--- src/rtl/rs485_dir_pkg.sv ---
package rs485_dir_pkg;

    typedef enum logic [1:0] {
        WM_FULL_DUPLEX = 2'd0,
        WM_ECHO        = 2'd1,
        WM_DTR_DIR     = 2'd2,
        WM_AUTO_DIR    = 2'd3
    } wire_mode_e;

    typedef enum logic [1:0] {
        ST_LISTEN = 2'd0,
        ST_SEND   = 2'd1,
        ST_DRAIN  = 2'd2
    } dir_state_e;

    localparam int unsigned OFS_TXDEPTH  = 12;
    localparam int unsigned OFS_RXDEPTH  = 13;
    localparam int unsigned OFS_PORTMODE = 14;
    localparam int unsigned OFS_PORTCTRL = 15;

    localparam int unsigned BIT_XCVR_EN  = 3;
    localparam int unsigned BIT_TERM     = 6;
    localparam int unsigned BIT_IFACE    = 4;

endpackage

--- src/rtl/rs485_dir_regs.sv ---
module rs485_dir_regs
    import rs485_dir_pkg::*;
#(
    parameter int ADDR_W   = 4,
    parameter int DATA_W   = 8,
    parameter int TX_DEPTH = 64,
    parameter int RX_DEPTH = 32,
    parameter int PORT_CAP = 3
) (
    input  logic              clk,
    input  logic              rst_n,
    input  logic [ADDR_W-1:0] addr,
    input  logic              we,
    input  logic [DATA_W-1:0] wdata,
    output logic [DATA_W-1:0] rdata,
    input  logic              port_is_rs485,
    output wire_mode_e        wire_mode,
    output logic              xcvr_en,
    output logic              term_en
);

    localparam logic [1:0]        CAP_BITS = PORT_CAP[1:0];
    localparam logic [ADDR_W-1:0] A_TXD    = ADDR_W'(OFS_TXDEPTH);
    localparam logic [ADDR_W-1:0] A_RXD    = ADDR_W'(OFS_RXDEPTH);
    localparam logic [ADDR_W-1:0] A_PMODE  = ADDR_W'(OFS_PORTMODE);
    localparam logic [ADDR_W-1:0] A_PCTRL  = ADDR_W'(OFS_PORTCTRL);

    logic iface_rs485;

    // Only the port control register is writable
    always_ff @(posedge clk or negedge rst_n) begin
        if (!rst_n) begin
            wire_mode <= WM_AUTO_DIR;
            xcvr_en   <= 1'b0;
            term_en   <= 1'b0;
        end else if (we && addr == A_PCTRL) begin
            wire_mode <= wire_mode_e'(wdata[1:0]);
            xcvr_en   <= wdata[BIT_XCVR_EN];
            term_en   <= wdata[BIT_TERM];
        end
    end

    // Current interface as reported by the port mode register
    always_comb begin
        unique case (CAP_BITS)
            2'd3:    iface_rs485 = port_is_rs485;
            2'd2:    iface_rs485 = 1'b1;
            default: iface_rs485 = 1'b0;
        endcase
    end

    always_comb begin
        rdata = '0;
        unique case (addr)
            A_TXD:   rdata = DATA_W'(TX_DEPTH);
            A_RXD:   rdata = DATA_W'(RX_DEPTH);
            A_PMODE: begin
                rdata[1:0]       = CAP_BITS;
                rdata[BIT_IFACE] = iface_rs485;
            end
            A_PCTRL: begin
                rdata[1:0]         = wire_mode;
                rdata[BIT_XCVR_EN] = xcvr_en;
                rdata[BIT_TERM]    = term_en;
            end
            default: rdata = '0;
        endcase
    end

endmodule

--- src/rtl/rs485_dir_fsm.sv ---
module rs485_dir_fsm
    import rs485_dir_pkg::*;
(
    input  logic       clk,
    input  logic       rst_n,
    input  logic       run,
    input  logic       tx_fifo_nonempty,
    input  logic       tx_shift_busy,
    output dir_state_e state_q,
    output logic       talk_next
);

    dir_state_e state_d;

    always_ff @(posedge clk or negedge rst_n) begin
        if (!rst_n) state_q <= ST_LISTEN;
        else        state_q <= state_d;
    end

    always_comb begin
        state_d = ST_LISTEN;
        if (run) begin
            unique case (state_q)
                ST_LISTEN: state_d = tx_fifo_nonempty ? ST_SEND : ST_LISTEN;
                ST_SEND: begin
                    if (tx_fifo_nonempty)   state_d = ST_SEND;
                    else if (tx_shift_busy) state_d = ST_DRAIN;
                    else                    state_d = ST_LISTEN;
                end
                ST_DRAIN: begin
                    if (tx_fifo_nonempty)   state_d = ST_SEND;
                    else if (tx_shift_busy) state_d = ST_DRAIN;
                    else                    state_d = ST_LISTEN;
                end
                default: state_d = ST_LISTEN;
            endcase
        end
    end

    assign talk_next = (state_d != ST_LISTEN);

endmodule

--- src/rtl/rs485_dir_out.sv ---
module rs485_dir_out
    import rs485_dir_pkg::*;
(
    input  logic       clk,
    input  logic       rst_n,
    input  wire_mode_e wire_mode,
    input  logic       xcvr_en,
    input  logic       dtr_in,
    input  logic       auto_talk,
    output logic       drv_en,
    output logic       rcv_en
);

    logic de_d;
    logic re_d;

    always_comb begin
        de_d = 1'b0;
        re_d = 1'b0;
        if (xcvr_en) begin
            unique case (wire_mode)
                WM_FULL_DUPLEX: begin de_d = 1'b1;      re_d = 1'b1;       end
                WM_ECHO:        begin de_d = dtr_in;    re_d = 1'b1;       end
                WM_DTR_DIR:     begin de_d = dtr_in;    re_d = !dtr_in;    end
                WM_AUTO_DIR:    begin de_d = auto_talk; re_d = !auto_talk; end
                default:        begin de_d = 1'b0;      re_d = 1'b0;       end
            endcase
        end
    end

    always_ff @(posedge clk or negedge rst_n) begin
        if (!rst_n) begin
            drv_en <= 1'b0;
            rcv_en <= 1'b0;
        end else begin
            drv_en <= de_d;
            rcv_en <= re_d;
        end
    end

endmodule

--- src/rtl/rs485_dir_ctrl.sv ---
module rs485_dir_ctrl
    import rs485_dir_pkg::*;
#(
    parameter int ADDR_W   = 4,
    parameter int DATA_W   = 8,
    parameter int TX_DEPTH = 64,
    parameter int RX_DEPTH = 32,
    parameter int PORT_CAP = 3
) (
    input  logic              clk,
    input  logic              rst_n,
    input  logic [ADDR_W-1:0] reg_addr,
    input  logic              reg_we,
    input  logic [DATA_W-1:0] reg_wdata,
    output logic [DATA_W-1:0] reg_rdata,
    input  logic              tx_fifo_nonempty,
    input  logic              tx_shift_busy,
    input  logic              dtr_in,
    input  logic              auto_dtr_en,
    input  logic              port_is_rs485,
    output logic              drv_en,
    output logic              rcv_en,
    output logic              term_en,
    output logic              dtr_out
);

    wire_mode_e wire_mode;
    logic       xcvr_en;
    logic       auto_talk;
    dir_state_e dir_state;

    rs485_dir_regs #(
        .ADDR_W   (ADDR_W),
        .DATA_W   (DATA_W),
        .TX_DEPTH (TX_DEPTH),
        .RX_DEPTH (RX_DEPTH),
        .PORT_CAP (PORT_CAP)
    ) i_regs (
        .clk           (clk),
        .rst_n         (rst_n),
        .addr          (reg_addr),
        .we            (reg_we),
        .wdata         (reg_wdata),
        .rdata         (reg_rdata),
        .port_is_rs485 (port_is_rs485),
        .wire_mode     (wire_mode),
        .xcvr_en       (xcvr_en),
        .term_en       (term_en)
    );

    rs485_dir_fsm i_fsm (
        .clk              (clk),
        .rst_n            (rst_n),
        .run              (xcvr_en && wire_mode == WM_AUTO_DIR),
        .tx_fifo_nonempty (tx_fifo_nonempty),
        .tx_shift_busy    (tx_shift_busy),
        .state_q          (dir_state),
        .talk_next        (auto_talk)
    );

    rs485_dir_out i_out (
        .clk       (clk),
        .rst_n     (rst_n),
        .wire_mode (wire_mode),
        .xcvr_en   (xcvr_en),
        .dtr_in    (dtr_in),
        .auto_talk (auto_talk),
        .drv_en    (drv_en),
        .rcv_en    (rcv_en)
    );

    assign dtr_out = (auto_dtr_en && wire_mode == WM_AUTO_DIR) ? drv_en : dtr_in;

endmodule

--- config.mk ---
export PLATFORM = sky130hd
export DESIGN_NAME = rs485_dir_ctrl
export DESIGN_NICKNAME = d
export VERILOG_FILES = /design/src/rtl/rs485_dir_pkg.sv /design/src/rtl/rs485_dir_regs.sv /design/src/rtl/rs485_dir_fsm.sv /design/src/rtl/rs485_dir_out.sv /design/src/rtl/rs485_dir_ctrl.sv
export SDC_FILE = /design/constraint.sdc
export NUM_CORES = 1
export LEC_CHECK = 0
export BUFFER_PORTS_ARGS = -buffer_cell sky130_fd_sc_hd__buf_2
export CORE_MARGIN = 4
export CORE_UTILIZATION = 30
export DETAILED_ROUTE_END_ITERATION = 10
export PLACE_DENSITY_LB_ADDON = 0.08
export SYNTH_ARGS = -nofsm -noshare
export SYNTH_HDL_FRONTEND = slang
export SYNTH_SLANG_ARGS = --single-unit
--- constraint.sdc ---
create_clock -name clk -period 1.22 [get_ports clk]
set_input_delay 0.244 -clock clk [delete_from_list [all_inputs] [get_ports clk]]
set_output_delay 0.244 -clock clk [all_outputs]
set_load 0.005 [all_outputs]
==> results of run 1 <==
worst reg2reg max path: cells and delay by family (launching register included):
| family | cells | cell delay [ps] |
|---|---|---|
| DFF | 1 | 560 |
| buffers and inverters | 4 | 340 |
| muxes | 1 | 280 |
| adders and majority gates | 1 | 190 |
| AOI/OAI and AO/OA | 1 | 110 |
sequential cells by signal, indices dropped and copies added (netlist names):
register	count
i_fsm.state_q	2
i_out.drv_en	1
i_regs.xcvr_en	1
i_regs.wire_mode	2
i_out.rcv_en	1
i_regs.term_en	1
cell type report:
type                            count  area, um2  area share [%]
Multi-Input combinational cell     38        315            37.4
Timing Repair Buffer               40        251            29.8
Sequential cell                     8        203            24.0
Tap cell                           24       30.0            3.56
Clock buffer                        3       22.5            2.67
Inverter                            5       21.3            2.52
cell usage in the layout (no fill, tap or decap), types with 2 or more instances in the layout:
master	Yosys	final
buf_6	1	3
nor2_1	4	4
inv_1	5	4
a21oi_2	0	3
nand3_1	2	2
dfstp_2	2	2
ha_1	5	4
buf_4	2	11
nand2_1	4	4
buf_2	0	25
mux2_2	2	2
clkbuf_4	0	3
dfrtp_1	6	6
mux2_4	4	4
conb_1	1	2
a21oi_1	5	2
worst max-delay path by stage:
stage                                    start      end  slack [ps]  cells past startpoint
3_3_place_gp   i_regs.wire_mode[0]$_DFFE_PN1P_  dtr_out        -140                      4
3_5_place_dp   i_regs.wire_mode[1]$_DFFE_PN1P_  dtr_out        -150                      4
6_report       i_regs.wire_mode[0]$_DFFE_PN1P_  dtr_out        -410                      4
2_1_floorplan  i_regs.wire_mode[1]$_DFFE_PN1P_  dtr_out         -20                      3
5_1_grt        i_regs.wire_mode[0]$_DFFE_PN1P_  dtr_out        -480                      4
4_1_cts        i_regs.wire_mode[1]$_DFFE_PN1P_  dtr_out        -420                      4
stage by stage:
step	total power [mW]	setup WS, ps	utilization (%)	cell area (um2)
after floorplan	0.529	-22.0	-	547
after global placement	0.664	-136	44.7	713
after detailed placement	0.665	-153	44.7	713
after CTS	0.937	-417	48.9	779
after global routing	1.08	-480	52.9	843
final	1.01	-409	52.9	843
cell families (layout without fill, tap and decap cells):
family	Yosys count	in the layout	share of synthesized area, %
AOI/OAI and AO/OA	9	9	9.67
adders and majority gates	5	5	11.8
buffers and inverters	8	48	8.49
DFF	8	8	38.2
muxes	6	6	15.6
other	1	2	0.707
and+or+nand+nor	16	16	15.6
what timing repair did:
item,CTS,global route
pin swaps,2,2
endpoints found under the setup margin,7,8
endpoints found under the hold margin,6,0
hold buffers,1,0
resized for setup,3,7
setup buffers,4,5
synth_stat cells (all sizes together):
| cell | instances |
|---|---|
| nor3 | 1 |
| o21ai | 2 |
| dfstp | 2 |
| nand3 | 3 |
| nand3b | 1 |
| and3 | 1 |
| buf | 3 |
| nor2 | 4 |
| nand2 | 4 |
| inv | 5 |
| mux2 | 6 |
| nor3b | 1 |
| o32ai | 1 |
| a21oi | 5 |
| conb | 1 |
| ha | 5 |
| or2 | 1 |
| o31ai | 1 |
| dfrtp | 6 |
routing by layer:
metal  up-vias  global-route usage [%]  part of all wire [%]
met5         -                       0                     0
met4         0                    4.15                     0
met3         0                    5.72                   8.1
met2        17                    14.3                    47
met1       229                    11.9                    45
li1        258                       -                     -
report_power, final:
part | switching, mW | internal [mW]
clock network | 0.0934 | 0.113
logic | 0.161 | 0.274
registers | 0.0368 | 0.330
==> impl_metrics.yaml, run 1 <==
synth:
  cell_area_after_technology_mapping_um2: 531
  ys_types: 22
  synth_top_cells_by_area: "dfrtp_1 (28%), ha_1 (12%), mux2_4 (11%)"
  synthesis.area_per_instance_um2: 10.0
  synth_top_area_share_pct: 28.3
  ff_latch_count_synth: 8
  synthesis.yosys.warnings: 0
  synth_area_leader_cell: "dfrtp_1"
  synth.yosys.seq_area_share_pct: 38.2
  cell_count_after_synthesis: 53
pwr:
  power.static_leakage_nw: 0.446
  ir_drop_mv: 0.671
  power_density_nw_per_um2: 1190
critical_path:
  endpoint_kind: "output port"
  worst_r2r_startpoint: "i_regs.wire_mode[0]$_DFFE_PN1P_"
  timing.critical_path.max_delay_family: "flip-flops"
  critical_path_arrival_ps: 1380
  crit-reg2reg-capture: "i_out.rcv_en$_DFF_PN0_"
  worst-path-buf-inv: 1
  crit_type: "flop to output port"
  rr_worst_depth: 7
  max_stage_delay_ps: 560
  timing.critical_path.cells: "ha_4, nand2_1, mux2_2, buf_2"
  required_time_at_the_endpoint_of_the_critical_path_ps: 980
  timing.reg2reg.setup_slack_ps: -320
  critical_path.slowest_cell: "dfstp_2"
  critPathLaunchType: "flop"
  cp_max_fo: 2
floorplanning:
  die_width_um: 50.1
  boundaryPins: 32
  die-height_um: 50.1
  floorplan.initialDensity_pct: 33.3
  core_area_um2: 1590
  floorplan_die_area_um2: 2510
  core.rowCount: 14
finish:
  drive_gt1_share_pct: 60.6
  final.fill_count: 166
  antenna_cells_inserted: 0
  area_growth_pct: 59.0
  layoutNonFillerInstCount: 118
  final_nets: 121
detailed_routing:
  detail-route-antenna-nets: 0
  finalWirelength_um: 1210
  firstDrtPassIters: 3
  avgViaCountPerCell: 4.27
  post-route-drc-count: 0
  num_vias: 504
  initialDrtViolationCount: 5
  route.detailed.wl_per_inst_um: 10.2
global_routing:
  number_of_antenna_violations_at_the_first_check_in_global_routing: 0
  first_pass_grt_wire_length_um: 1870
  gr-usage-all-layers_pct: 9.94
  grt_max_degree: 9
  vias_in_the_first_global_route: 445
  grt_overflow_total: 0
place:
  globalplace.congestion: 0.743
  place.detailed.hpwl_um: 918
  placedCellCount: 105
  port_buffers: 25
job:
  max_cap_viol_count: 0
timing:
  drv_slew: 0
  final_critical_path_setup_slack_ps: -409
  grt_setup_unrepaired: "true"
  finalHoldViolations: 0
  setup_viol: 6
  layout_skew_ps: 5.39
  setup_tns_ps: -1730
  layout_worst_path_cycle_share_pct: 133
  holdWs_ps: 188
  max_freq_mhz: 614
  min_period_ps: 1630
outcome:
  failing_checks: "setup timing"
  outcome: "complete, but fails checks"
clock_network:
  clock_tree.root_cell: "clkbuf_4"
  cts_tree: "done"
  cts-buffers-inserted: 3
  cts_htree_levels: 1
  clkTransAtPathRegs_ps: 50
  tritoncts_num_sinks: 8
  worstSkewPairLatency_ps: 260
  cts-root-to-sink-buffers: 2
hold_path:
  worst_hold_path.num_cells: 2
  hp-start: "tx_fifo_nonempty"
  worst_hold_path_endpoint: "i_fsm.state_q[1]$_DFF_PN0_"
  hp-class: "primary input to flop"
Note: power is estimated with default switching activity, not from simulation.
==> inputs of run 2 (changes only) <==
- CTS_BUF_LIST: unset -> sky130_fd_sc_hd__clkbuf_2
- PLACE_DENSITY_LB_ADDON: 0.08 -> unset
==> run 2 against run 1 <==
Net effect: the flow still finishes with violations (setup timing); clock skew shrank 0.50 ps; core utilization grew 1.3 points; non-clock buffer count shrank 2; design area grew 2.5%; worst setup slack gained 8.9 ps; hold slack gained 31 ps; via count shrank 2.4%; largest cell class unchanged.
==> impl_metrics.yaml, run 2 (same netlist as run 1, synthesis figures left out) <==
outcome:
  outcome: "complete, but fails checks"
  failing_checks: "setup timing"
timing:
  layout_worst_path_cycle_share_pct: 133
  grt_setup_unrepaired: "true"
  max_freq_mhz: 617
  min_period_ps: 1620
  finalHoldViolations: 0
  final_critical_path_setup_slack_ps: -400
  drv_slew: 0
  layout_skew_ps: 4.88
  holdWs_ps: 219
  setup_viol: 7
hold_path:
  hp-start: "tx_fifo_nonempty"
  hp-class: "primary input to flop"
floorplanning:
  core.rowCount: 14
  floorplan_die_area_um2: 2510
  die-height_um: 50.1
  die_width_um: 50.1
  floorplan.initialDensity_pct: 33.3
  core_area_um2: 1590
  boundaryPins: 32
finish:
  final_common_cell: "buf_2"
  storage_cell_area_um2: 203
  antenna_cells_inserted: 0
  area_growth_pct: 63.0
  final_nets: 119
  final.fill_count: 150
  layout_common_cells: "buf_2 (25), buf_4 (12), dfrtp_1 (6)"
  drive_gt1_share_pct: 67.7
  multi_input_area_um2: 368
  biggestRegsByFlops: "i_fsm.state_q (2), i_regs.wire_mode (2)"
place:
  dpl_worst_slack_ps: -156
  place.detailed.hpwl_um: 946
  globalplace.congestion: 0.690
  port_buffers: 25
pwr:
  power.static_leakage_nw: 0.440
  ir_drop_mv: 0.525
  power_density_nw_per_um2: 1150
global_routing:
  grt_max_degree: 9
  number_of_antenna_violations_at_the_first_check_in_global_routing: 0
  vias_in_the_first_global_route: 477
  first_pass_grt_wire_length_um: 2000
  gr-usage-all-layers_pct: 10.8
  grt_overflow_total: 0
critical_path:
  endpoint_kind: "output port"
  cp_max_fo: 2
  crit_type: "flop to output port"
  critical_path_arrival_ps: 1380
  required_time_at_the_endpoint_of_the_critical_path_ps: 980
  worst_r2r_startpoint: "i_regs.wire_mode[1]$_DFFE_PN1P_"
  critPathLaunchType: "flop"
  critPathLaunch: "i_regs.wire_mode[1]$_DFFE_PN1P_"
clock_network:
  cts_tree: "done"
  clkTransAtPathRegs_ps: 80
  clock_tree.root_cell: "clkbuf_2"
  cts_htree_levels: 1
  worstSkewPairLatency_ps: 240
  tritoncts_num_sinks: 8
  cts-buffers-inserted: 3
  cts-root-to-sink-buffers: 2
job:
  max_cap_viol_count: 0
detailed_routing:
  route.detailed.wl_per_inst_um: 10.8
  finalWirelength_um: 1270
  detail-route-antenna-nets: 0
  post-route-drc-count: 0
  initialDrtViolationCount: 3
  avgViaCountPerCell: 4.21
  firstDrtPassIters: 2
  num_vias: 492
[run 2: cell count changes in the layout (fill, tap and decap cells not counted), sizes merged]
cell / change
buf: -2
clkbuf: +1
[run 2: path summary, 6_finish.rpt]
path	endpoint	slack [ps]	cells past startpoint
max	dtr_out	-400	4
min	i_fsm.state_q[1]$_DFF_PN0_	220	2
max reg2reg	i_out.rcv_en$_DFF_PN0_	-200	5
min reg2reg	i_out.rcv_en$_DFF_PN0_	580	2
max in group asynchronous	i_regs.wire_mode[1]$_DFFE_PN1P_	620	2
min in group asynchronous	i_out.rcv_en$_DFF_PN0_	360	2
[run 2: layer usage]
| metal | up-vias | track usage [%] | share of wire (%) |
|---|---|---|---|
| met5 | - | 0 | 0 |
| li1 | 257 | - | - |
| met3 | 0 | 5.72 | 6.7 |
| met4 | 0 | 2.76 | 0 |
| met2 | 12 | 17.4 | 51 |
| met1 | 223 | 12.3 | 42 |
[run 2: power breakdown]
| part | leakage, nW | total, mW | switching, mW | internal (mW) |
|---|---|---|---|---|
| Sequential | 0.0990 | 0.365 | 0.0361 | 0.329 |
| Clock | 0.0166 | 0.184 | 0.0965 | 0.0872 |
| Combinational | 0.324 | 0.447 | 0.181 | 0.265 |
| Total | 0.440 | 0.995 | 0.314 | 0.681 |
[run 2: what timing repair did]
action,4_1_cts,5_1_grt
setup endpoints to repair,7,9
endpoints found under the hold margin,6,0
pin swaps,7,2
buffers inserted,6,2
resized for setup,12,5
hold buffers,1,0
[run 2: area by class of cell]
| class | instances | area share (%) |
|---|---|---|
| Multi-Input combinational cell | 38 | 42.5 |
| Timing Repair Buffer | 38 | 26.0 |
| Sequential cell | 8 | 23.4 |
| Tap cell | 24 | 3.47 |
| Clock buffer | 4 | 2.32 |
| Inverter | 5 | 2.17 |
[run 2: per-stage QoR]
stage                     power, mW  utilization (%)  area [um2]  cells  TNS, ps
after global routing           1.07             54.2         865    117    -1940
after global placement        0.655             44.7         713    105     -348
after CTS                     0.993             52.7         841    116    -1730
after detailed placement      0.661             44.7         713    105     -495
after floorplan               0.529                -         547     54    -40.0
final                         0.995             54.2         865    117    -1500
[run 2: worst max-delay path, cell delays in order (launching register included)]
cell     delay, ps
dfstp_2        570
ha_4           140
nand2_1         50
mux2_2         260
buf_2          120
==> inputs of run 3 (changes only) <==
- clock period: 1.22 -> 1.3 ns (I/O delays scaled with it)
==> run 3 against run 2 <==
Net effect: global-route usage decreased by 1.5 points; via count shrank 3.3%; die area stayed put; worst setup slack better by 80 ps; hold slack about the same; clock skew is 1.2 ps lower; non-clock buffer count down 5; count of clock-buffer cells in the layout unchanged; the run still ends with setup timing left; sequential power fell by 6.3%.
==> impl_metrics.yaml, run 3 (same netlist as run 1, synthesis figures left out) <==
global_routing:
  first_pass_grt_wire_length_um: 1750
  grt_use_met1_pct: 11.2
  grt.busiest_layer: "met2"
  gr-usage-all-layers_pct: 9.26
  vias_in_the_first_global_route: 411
  number_of_antenna_violations_at_the_first_check_in_global_routing: 0
  globalRouteMet3Util_pct: 6.63
  globalRouteMet2Util_pct: 13.5
  grt_overflow_total: 0
  grt_max_degree: 9
critical_path:
  crit_type: "flop to output port"
  critical_path_arrival_ps: 1360
  timing.critical_path.cells: "ha_4, nand2_1, mux2_2, buf_2"
  cp_max_fo: 2
  required_time_at_the_endpoint_of_the_critical_path_ps: 1040
  endpoint_kind: "output port"
  worst-path-buf-inv: 1
  critPathLaunchType: "flop"
  critical_path.slowest_cell: "dfstp_2"
  max_stage_delay_ps: 560
  timing.critical_path.max_delay_family: "flip-flops"
detailed_routing:
  route.detailed.wl_per_inst_um: 9.79
  firstDrtPassIters: 4
  detail-route-antenna-nets: 0
  avgViaCountPerCell: 4.25
  post-route-drc-count: 0
  initialDrtViolationCount: 5
  num_vias: 476
  finalWirelength_um: 1100
clock_network:
  clock_tree.root_cell: "clkbuf_2"
  clkTransAtPathRegs_ps: 80
  worstSkewPairLatency_ps: 230
  cts-root-to-sink-buffers: 2
  cts_htree_levels: 1
  cts_tree: "done"
  cts-buffers-inserted: 3
  tritoncts_num_sinks: 8
outcome:
  failing_checks: "setup timing"
  outcome: "complete, but fails checks"
floorplanning:
  floorplan_die_area_um2: 2510
  die_width_um: 50.1
  die-height_um: 50.1
  core_area_um2: 1590
  boundaryPins: 32
  floorplan.initialDensity_pct: 33.3
  core.rowCount: 14
timing:
  min_period_ps: 1620
  layout_skew_ps: 3.64
  max_freq_mhz: 617
  finalHoldViolations: 0
  grt_setup_unrepaired: "true"
  final_critical_path_setup_slack_ps: -320
  setup_viol: 5
  layout_worst_path_cycle_share_pct: 125
  drv_slew: 0
pwr:
  comb_power_share_pct: 40.5
  power.share.clock_pct: 19.6
  power_density_nw_per_um2: 1080
  net-switching-power_mw: 0.260
  power.static_leakage_nw: 0.413
  switching_power_share_of_the_total_pct: 30.3
  share_seq_of_total_power_pct: 39.9
  internal-power_mw: 0.597
  power_mw: 0.856
  ir_drop_mv: 0.643
finish:
  fin_area_um2: 791
  final_common_cell: "buf_2"
  layout_common_cells: "buf_2 (25), buf_4 (7), dfrtp_1 (6)"
  final.fill_count: 159
  area_growth_pct: 49.1
  layoutNonFillerInstCount: 112
  biggestRegsByFlops: "i_fsm.state_q (2), i_regs.wire_mode (2)"
  drive_gt1_share_pct: 60.2
  final_core_util_pct: 49.6
  final_nets: 114
  antenna_cells_inserted: 0
place:
  place.detailed.hpwl_um: 904
  placed_cell_area_um2: 703
  placedCellCount: 105
  dpl_worst_slack_ps: -103
  port_buffers: 25
  globalplace.congestion: 0.674
hold_path:
  hp-class: "primary input to flop"
job:
  max_cap_viol_count: 0
==> run 3: changes by cell type in the layout (fill, tap and decap cells not counted) <==
cell / change
a21oi_2: -2
nand3_2: -1
nor2_1: +1
nor2_4: -1
buf_4: -5
ha_1: +1
ha_4: -1
mux2_2: +1
mux2_4: -1
a21oi_1: +2
nand3_1: +1
==> run 3: final timing paths <==
kind                                                  from                              end  slack [ps]  cells past startpoint
hold reg to reg                 i_regs.xcvr_en$_DFFE_PN0P_       i_regs.xcvr_en$_DFFE_PN0P_         590                      1
min in group asynchronous                            rst_n           i_out.drv_en$_DFF_PN0_         380                      2
setup / recovery           i_regs.wire_mode[0]$_DFFE_PN1P_                          dtr_out        -320                      4
hold / removal                            tx_fifo_nonempty       i_fsm.state_q[1]$_DFF_PN0_         220                      2
setup reg to reg           i_regs.wire_mode[0]$_DFFE_PN1P_           i_out.rcv_en$_DFF_PN0_         -70                      5
max in group asynchronous                            rst_n  i_regs.wire_mode[1]$_DFFE_PN1P_         680                      2
==> run 3: worst register-to-register path, delay by kind of cell, from the launching register on <==
| family | cells | cell delay, ps |
|---|---|---|
| buf+inv | 2 | 170 |
| flops | 1 | 560 |
| fa+ha+maj | 1 | 190 |
| compound gates | 1 | 100 |
| mux | 1 | 280 |
==> run 3: stage by stage <==
step | hold WS (ps) | TNS (ps)
final | 219 | -856
after global routing | 202 | -1190
after CTS | 207 | -943
after detailed placement | 114 | -156
after global placement | 111 | -124
after floorplan | -35.6 | 0
==> run 3: repair_timing <==
action / in CTS / in global routing
hold buffers: 1 / 0
setup buffers: 2 / 0
endpoints found under the setup margin: 6 / 6
resized for setup: 4 / 5
hold endpoints to repair: 6 / 0
pin swaps: 3 / 3
==> run 3: power groups by stage <==
stage,Combinational [mW],Sequential (mW),Clock [mW]
final,0.347,0.342,0.168
after floorplan,0.143,0.345,0
after CTS,0.312,0.343,0.179
after global placement,0.271,0.343,0
after detailed placement,0.274,0.345,0
after global routing,0.384,0.349,0.191
==> run 3: routing by layer <==
layer | routed length (um) | vias to the layer above
li1 | - | 249
met1 | 497 | 215
met2 | 520 | 12
met3 | 78 | 0
met4 | 0 | 0
met5 | 0 | -
==> run 3: layout make-up <==
type / count / area [um2] / area share, %
clock buffers: 4 / 20.0 / 2.53
inverters: 5 / 18.8 / 2.37
multi-input cells: 38 / 332 / 41.9
flip-flops and latches: 8 / 203 / 25.6
well taps: 24 / 30.0 / 3.80
repair buffers: 33 / 188 / 23.7
